--- src/rtl/loopbr_pkg.sv ---
package loopbr_pkg;
  typedef enum logic [1:0] {
    OP_SEQ  = 2'd0,
    OP_JMP  = 2'd1,
    OP_LOOP = 2'd2,
    OP_RSVD = 2'd3
  } br_op_e;
endpackage

--- src/rtl/loopbr_target.sv ---
// Computes fall-through and branch-target addresses.
module loopbr_target #(
  parameter int AW = 32,
  parameter int LW = 4,
  parameter int SW = 8
) (
  input  logic [AW-1:0] ip,
  input  logic [LW-1:0] ilen,
  input  logic          short_sel,
  input  logic [AW-1:0] rel_off,
  output logic [AW-1:0] seq_ip,
  output logic [AW-1:0] tgt_ip
);
  localparam int PADL = AW - LW;
  logic [AW-1:0] disp;

  generate
    if (SW < AW) begin : g_narrow
      localparam int PADS = AW - SW;
      assign disp = short_sel ? {{PADS{rel_off[SW-1]}}, rel_off[SW-1:0]}
                              : rel_off;
    end else begin : g_full
      assign disp = rel_off;
    end
  endgenerate

  assign seq_ip = ip + {{PADL{1'b0}}, ilen};
  assign tgt_ip = seq_ip + disp;
endmodule

--- src/rtl/loopbr_count.sv ---
// Decrement-then-test for the loop count.
module loopbr_count #(
  parameter int CW = 32
) (
  input  logic [CW-1:0] cnt,
  output logic [CW-1:0] cnt_dec,
  output logic          dec_nz
);
  assign cnt_dec = cnt - {{(CW-1){1'b0}}, 1'b1};
  assign dec_nz  = |cnt_dec;
endmodule

--- src/rtl/loopbr_decide.sv ---
// Chooses next pointer, count and redirect flag for one step.
module loopbr_decide #(
  parameter int AW = 32,
  parameter int CW = 32
) (
  input  loopbr_pkg::br_op_e op,
  input  logic [AW-1:0]      seq_ip,
  input  logic [AW-1:0]      tgt_ip,
  input  logic [CW-1:0]      cnt,
  input  logic [CW-1:0]      cnt_dec,
  input  logic               dec_nz,
  output logic [AW-1:0]      nxt_ip,
  output logic [CW-1:0]      nxt_cnt,
  output logic               nxt_taken
);
  import loopbr_pkg::*;

  always_comb begin
    nxt_ip    = seq_ip;
    nxt_cnt   = cnt;
    nxt_taken = 1'b0;
    unique case (op)
      OP_JMP: begin
        nxt_ip    = tgt_ip;
        nxt_taken = 1'b1;
      end
      OP_LOOP: begin
        nxt_cnt = cnt_dec;
        if (dec_nz) begin
          nxt_ip    = tgt_ip;
          nxt_taken = 1'b1;
        end
      end
      default: begin
        nxt_ip = seq_ip;
      end
    endcase
  end
endmodule

--- src/rtl/loopbr_unit.sv ---
module loopbr_unit #(
  parameter int AW = 32,
  parameter int CW = 32,
  parameter int LW = 4,
  parameter int SW = 8
) (
  input  logic          clk,
  input  logic          rst,
  input  logic          load_en,
  input  logic [AW-1:0] load_ip,
  input  logic [CW-1:0] load_cnt,
  input  logic          step_en,
  input  logic [1:0]    op,
  input  logic [LW-1:0] ilen,
  input  logic          short_off,
  input  logic [AW-1:0] rel_off,
  output logic [AW-1:0] ip_q,
  output logic [CW-1:0] cnt_q,
  output logic          taken_q
);
  import loopbr_pkg::*;

  logic [AW-1:0] seq_ip, tgt_ip, nxt_ip;
  logic [CW-1:0] cnt_dec, nxt_cnt;
  logic          dec_nz, nxt_taken;
  br_op_e        op_e;

  assign op_e = br_op_e'(op);

  loopbr_target #(.AW(AW), .LW(LW), .SW(SW)) tgt_i (
    .ip(ip_q), .ilen(ilen), .short_sel(short_off), .rel_off(rel_off),
    .seq_ip(seq_ip), .tgt_ip(tgt_ip)
  );

  loopbr_count #(.CW(CW)) cnt_i (
    .cnt(cnt_q), .cnt_dec(cnt_dec), .dec_nz(dec_nz)
  );

  loopbr_decide #(.AW(AW), .CW(CW)) dec_i (
    .op(op_e), .seq_ip(seq_ip), .tgt_ip(tgt_ip), .cnt(cnt_q),
    .cnt_dec(cnt_dec), .dec_nz(dec_nz),
    .nxt_ip(nxt_ip), .nxt_cnt(nxt_cnt), .nxt_taken(nxt_taken)
  );

  always_ff @(posedge clk) begin
    if (rst) begin
      ip_q    <= '0;
      cnt_q   <= '0;
      taken_q <= 1'b0;
    end else if (load_en) begin
      ip_q    <= load_ip;
      cnt_q   <= load_cnt;
      taken_q <= 1'b0;
    end else if (step_en) begin
      ip_q    <= nxt_ip;
      cnt_q   <= nxt_cnt;
      taken_q <= nxt_taken;
    end else begin
      taken_q <= 1'b0;
    end
  end
endmodule

--- config.mk ---
export PLATFORM = sky130hd
export DESIGN_NAME = loopbr_unit
export DESIGN_NICKNAME = d
export VERILOG_FILES = /design/src/rtl/loopbr_pkg.sv /design/src/rtl/loopbr_target.sv /design/src/rtl/loopbr_count.sv /design/src/rtl/loopbr_decide.sv /design/src/rtl/loopbr_unit.sv
export SDC_FILE = /design/constraint.sdc
export NUM_CORES = 1
export LEC_CHECK = 0
export CORE_ASPECT_RATIO = 0.75
export CORE_MARGIN = 4
export CORE_UTILIZATION = 53
export CTS_CLUSTER_DIAMETER = 150
export CTS_CLUSTER_SIZE = 25
export DETAILED_ROUTE_END_ITERATION = 16
export GPL_ROUTABILITY_DRIVEN = 0
export PLACE_DENSITY = 0.85
export SKIP_CTS_REPAIR_TIMING = 1
export SLEW_MARGIN = 15
export SYNTH_ARGS = -nofsm -noshare
export SYNTH_HDL_FRONTEND = slang
export SYNTH_SLANG_ARGS = --single-unit
--- constraint.sdc ---
create_clock -name clk -period 8.3 [get_ports clk]
set_input_delay 1.66 -clock clk [delete_from_list [all_inputs] [get_ports clk]]
set_output_delay 1.66 -clock clk [all_outputs]
set_load 0.02 [all_outputs]
* Word-level counts from Yosys, hierarchy flattened
Cells that the tools add are included.
** Storage, ports and cells
- Bits of input ports :: 107
- Bits in registers :: 65
** Operators by class
- Bitwise gates (word level) :: 1
- Eq/ne operators :: 2
- Reductions and logical operators :: 5
- Mux-type cells :: 10
- Add/subtract/negate cells :: 3
** Operators with widths (count)
- $mux 32 :: 7
- $pmux 32 s2 :: 1
- $add 32x32->32 :: 1
- $add 32x4->32 :: 1
- $reduce_or 32->1 :: 1
- $sub 32x1->32 const B :: 1
- $reduce_bool 2->1 :: 2
- $reduce_or 3->1 :: 1
- $eq 2x1->1 const B :: 1
- $eq 2x2->1 const B :: 1
- $pmux 1 s2 :: 1
- $reduce_and 2->1 :: 1
- $mux 1 :: 1
- $not 1->1 :: 1

* Logic depth before layout (Yosys ltp)
- Word-level depth :: 6
- Mapped depth :: 18
- Gate-level depth less buffers :: 18

* Cells and area by module
From an unflattened synthesis, not the netlist that was laid out.
** Unflattened totals
- Cells, all modules :: 1018
- Area, all modules :: 8420.6 um2
** By module, submodules not included
- loopbr_unit :: area each 3001.6 um2, cells each 286, times used 1
- loopbr_target :: area each 2640.0 um2, cells each 372, times used 1
- loopbr_decide :: area each 1843.0 um2, cells each 231, times used 1
- loopbr_count :: area each 935.9 um2, cells each 129, times used 1

* Least setup slack after synthesis
No wires, ideal clock.
- Path kind :: input -> register
- Start point :: input ilen[0]
- End point :: register ip_q[31]
- Stages on the path :: 18
- Arrival time :: 5.370 ns
- Data required time :: 8.168 ns
- Slack :: 2.799 ns
- Buffers on the path :: 0
- Cells stage by stage :: ha_1 -> fa_1 -> a21oi_1 -> o21bai_1 -> nand2_1 -> nor3_1 -> xnor2_1 -> inv_1 -> ha_1 -> a21oi_1 -> and4b_1 -> or4b_2 -> a221oi_1 -> o21ai_0 -> a31oi_1 -> o21ai_0 -> xnor2_1 -> o32ai_1
** Between the ends
- Word-level cells in the longest chain between the ends :: 6
** Ends and longest elaborated chain
- start: declaration :: RTL line loopbr_unit.sv:14 : input logic [LW-1:0] ilen,
- $add 32x4->32 * :: RTL line loopbr_target.sv:27 : assign seq_ip = ip + {{PADL{1'b0}}, ilen};
- $add 32x32->32 :: RTL line loopbr_target.sv:28 : assign tgt_ip = seq_ip + disp;
- $mux 32 :: RTL line loopbr_decide.sv:29 : if (dec_nz) begin
- $pmux 32 s2 * :: RTL line loopbr_decide.sv:22 : unique case (op)
- $mux 32 * :: RTL line loopbr_unit.sv:54 : end else if (step_en) begin
- $mux 32 * :: RTL line loopbr_unit.sv:50 : end else if (load_en) begin
- end signal: assignment :: RTL line loopbr_unit.sv:51 : ip_q <= load_ip;
- end signal: assignment :: RTL line loopbr_unit.sv:55 : ip_q <= nxt_ip;
- end: declaration :: RTL line loopbr_unit.sv:17 : output logic [AW-1:0] ip_q,
Every way passes the cells marked *; elsewhere a longest branch is shown, timed or not. The select of a mux whose other input is x is not followed.
A chain may end at the register's enable or synchronous reset.

* Worst setup path after layout
Ends and elaborated chain as after synthesis.

==> summary.txt <==
Synth
  • Yosys Warn Count: 0
  • Yosys top cell area share: 19.5%
  • Mapped Nets: 1,120
  • Number of enable flip-flop cells after synthesis: 0
  • Asr flop ratio synth: 0%
  • Number of cells produced by synthesis: around 970
  • Top cell types by occurrence after synthesis: nor2_1 (140), a21oi_1 (106), nand2_1 (76), inv_1 (74), o21ai_0 (68)
  • Most common cell in the netlist: nor2_1
  • Seq cells post-synth: 65
  • Post-synth design cell area: 6680 µm²
  • Mean area per synthesized cell: a little under 7 µm²
  • Synth top area cells: dfxtp_1 (19%), ha_1 (8.2%), a21oi_1 (7.9%)
  • Count of unique library cells instantiated by Yosys: 73
  • Sequential area share after synthesis: 19.5%
  • Cell accounting for the most synthesized area: dfxtp_1
  • Primary flip-flop cell chosen by synthesis mapping: dfxtp_1

Final layout
  • Area used by multi-input combinational logic: around 4900 µm²
  • Layout Cells excl Fill: about 1,300
  • Growth of design area from synthesis to finish: 30.4%
  • Count of inserted antenna diode cells: 0
  • Area used by sequential logic in the layout: 1300 µm²
  • Final net count: 1,260
  • Fraction of final layout cells sized beyond drive strength 1: 3.60%
  • Number of inserted filler cells in the final layout: 1,028

Detailed routing
  • Via density: roughly 6
  • Final WL: 22,500 µm
  • Vias: about 7,700
  • Router iterations before antenna repair: 5
  • Final routed DRC violation total: 0
  • Antenna-violating nets left: 0
  • Routed wire per std cell: 17.6 µm
  • Number of DRC markers in iteration 0: approximately 800

Floorplanning
  • Total core area: 12,300 µm²
  • Die Height: 105 µm
  • Number of primary I/O pins: between 150 and 200
  • Area enclosed by the die boundary: 14,500 µm²
  • Count of standard-cell rows: 35
  • DIE WIDTH: between 100 and 150 µm
  • Starting Density: 54.3%

STA
  • Clock Skews: 0.00839 ns
  • Final-layout setup total negative slack: 0 ns
  • Share of the cycle needed by the critical path after routing: 80.2%
  • Achievable frequency: 0.150 GHz
  • Final max-slew violation count: 0
  • Actual transition at the worst max-transition pin: 1.07 ns
  • Final hold viol count: 0
  • Final period demand of the worst path: 6.66 ns
  • Setup repair after global routing missed its margin: false
  • Normalized max-slew margin: 28.6%
  • Setup violations, final: 0

Critical path
  • Kind of end point of the critical path: register
  • Worst Path Arrival: 6.85 ns
  • Maximum net fanout on the critical path: 7
  • Crit Path Category: in -> reg
  • Startpoint type of the worst setup path: primary input
  • CP required: 8.49 ns

Clock network
  • TritonCTS clock tree: done
  • Clock slew at reported path FFs: 0.06 ns
  • # H-tree levels: 3
  • Root Buffer: clkbuf_16
  • Sinks on the clock net: 65
  • Number of buffers added by the clock tree synthesis step: 9
  • Maximum buffer depth of the clock tree: 2
  • Clock Latency Late Sink: 0.34 ns

Global routing
  • Aggregate global-route resource usage: 30.2%
  • Largest net degree at the start of global routing: 97
  • Antenna violations before repair: 0
  • Aggregate global routing overflow: 0
  • Number of global-route vias before repair: 7,071
  • Global-route wire length before repair: 35,700 µm

Power
  • Power per unit of standard cell area: between 100 and 150 nW/µm²
  • Worst vdd ir: 0.102 mV
  • Leakage: 3.60 nW

Flow run
  • Number of max-cap violations: 0

Run status
  • Outcome: finished, final reports clean

Placed design
  • Placed Instances: 1,262
  • Port Buffers: 171
  • Sum of net half-perimeters after detailed placement: 16,600 µm

Min path
  • Worst min path class: reg -> reg
layout by cell type (no fill, tap or decap), types with 9 or more instances in the layout:
master and instances:
clkbuf_16 9, o21ai_0 68, a21o_1 11, xor2_1 29, nor2_1 140, and3_1 22
inv_1 74, nor2b_1 9, nor4_1 15, nand3_1 20, xnor2_1 54, a21oi_1 106
or3_1 10, ha_1 44, dfxtp_1 65, clkdlybuf4s50_1 169, nor3_1 30, nand2_1 76
o211ai_1 11
registers in the layout (all words and copies together) (netlist names):
register  flops
cnt_q        32
ip_q         32
taken_q       1
worst max-delay path, cell delays in order:
cell	delay (ns)
clkdlybuf4s50_1	0.51
ha_1	0.24
fa_1	0.23
a21oi_1	0.08
o21bai_1	0.58
nand2_1	0.16
nor3_1	0.22
xnor2_1	0.18
inv_1	0.08
ha_1	0.35
a21oi_1	0.33
and4b_1	0.25
or4b_2	0.64
a221oi_1	0.43
o21ai_0	0.20
a31oi_1	0.27
o21ai_0	0.16
xnor2_1	0.18
o32ai_1	0.11
logic make-up after synthesis:
| family | count (synthesis) | synth area share, % |
|---|---|---|
| xor+xnor | 83 | 10.9 |
| flops | 65 | 19.5 |
| fa+ha+maj | 46 | 8.84 |
| compound gates | 270 | 25.0 |
| buf+inv | 121 | 7.30 |
| mux | 5 | 0.787 |
| simple gates | 377 | 27.7 |
final timing paths:
check	from	endpoint	slack, ns	cells past startpoint
hold / removal	ip_q[14]	ip_q[14]	0.60	2
setup reg to reg	ip_q[0]	ip_q[31]	3.11	18
hold reg to reg	ip_q[14]	ip_q[14]	0.60	2
setup / recovery	ilen[0]	ip_q[31]	1.64	19
stage by stage:
step           instance area (µm²)  power [mW]  setup WS, ns  util (%)  hold slack [ns]
2_1_floorplan                 6680       0.698          2.80         -            0.641
4_1_cts                       8710        1.24          1.74      70.8            0.592
5_1_grt                       8710        1.31          1.27      70.8            0.608
3_5_place_dp                  8430       0.871          1.42      68.5            0.578
6_report                      8710        1.25          1.64      70.8            0.596
3_3_place_gp                  8430       0.864          1.76      68.5            0.575
per-layer routing:
layer / vias to the layer above / track usage (%) / wire (µm)
met5: - / 0 / 0
met2: 457 / 43.0 / 9190
met1: 3464 / 45.7 / 10200
met3: 61 / 5.68 / 2400
met4: 0 / 8.97 / 673
li1: 3693 / - / -
area by class of cell:
cell class	count	area share, %
multi-input cells	781	56.3
inverters	74	3.19
repair buffers	176	20.0
clock inverters	7	0.632
clock buffers	9	2.59
well taps	166	2.38
flip-flops and latches	65	14.9
power by group:
part / switching [mW] / internal, mW
Combinational: 0.279 / 0.229
Sequential: 0.0398 / 0.334
Clock: 0.165 / 0.204
Total: 0.484 / 0.768
Power figures use the tool's default switching activity.
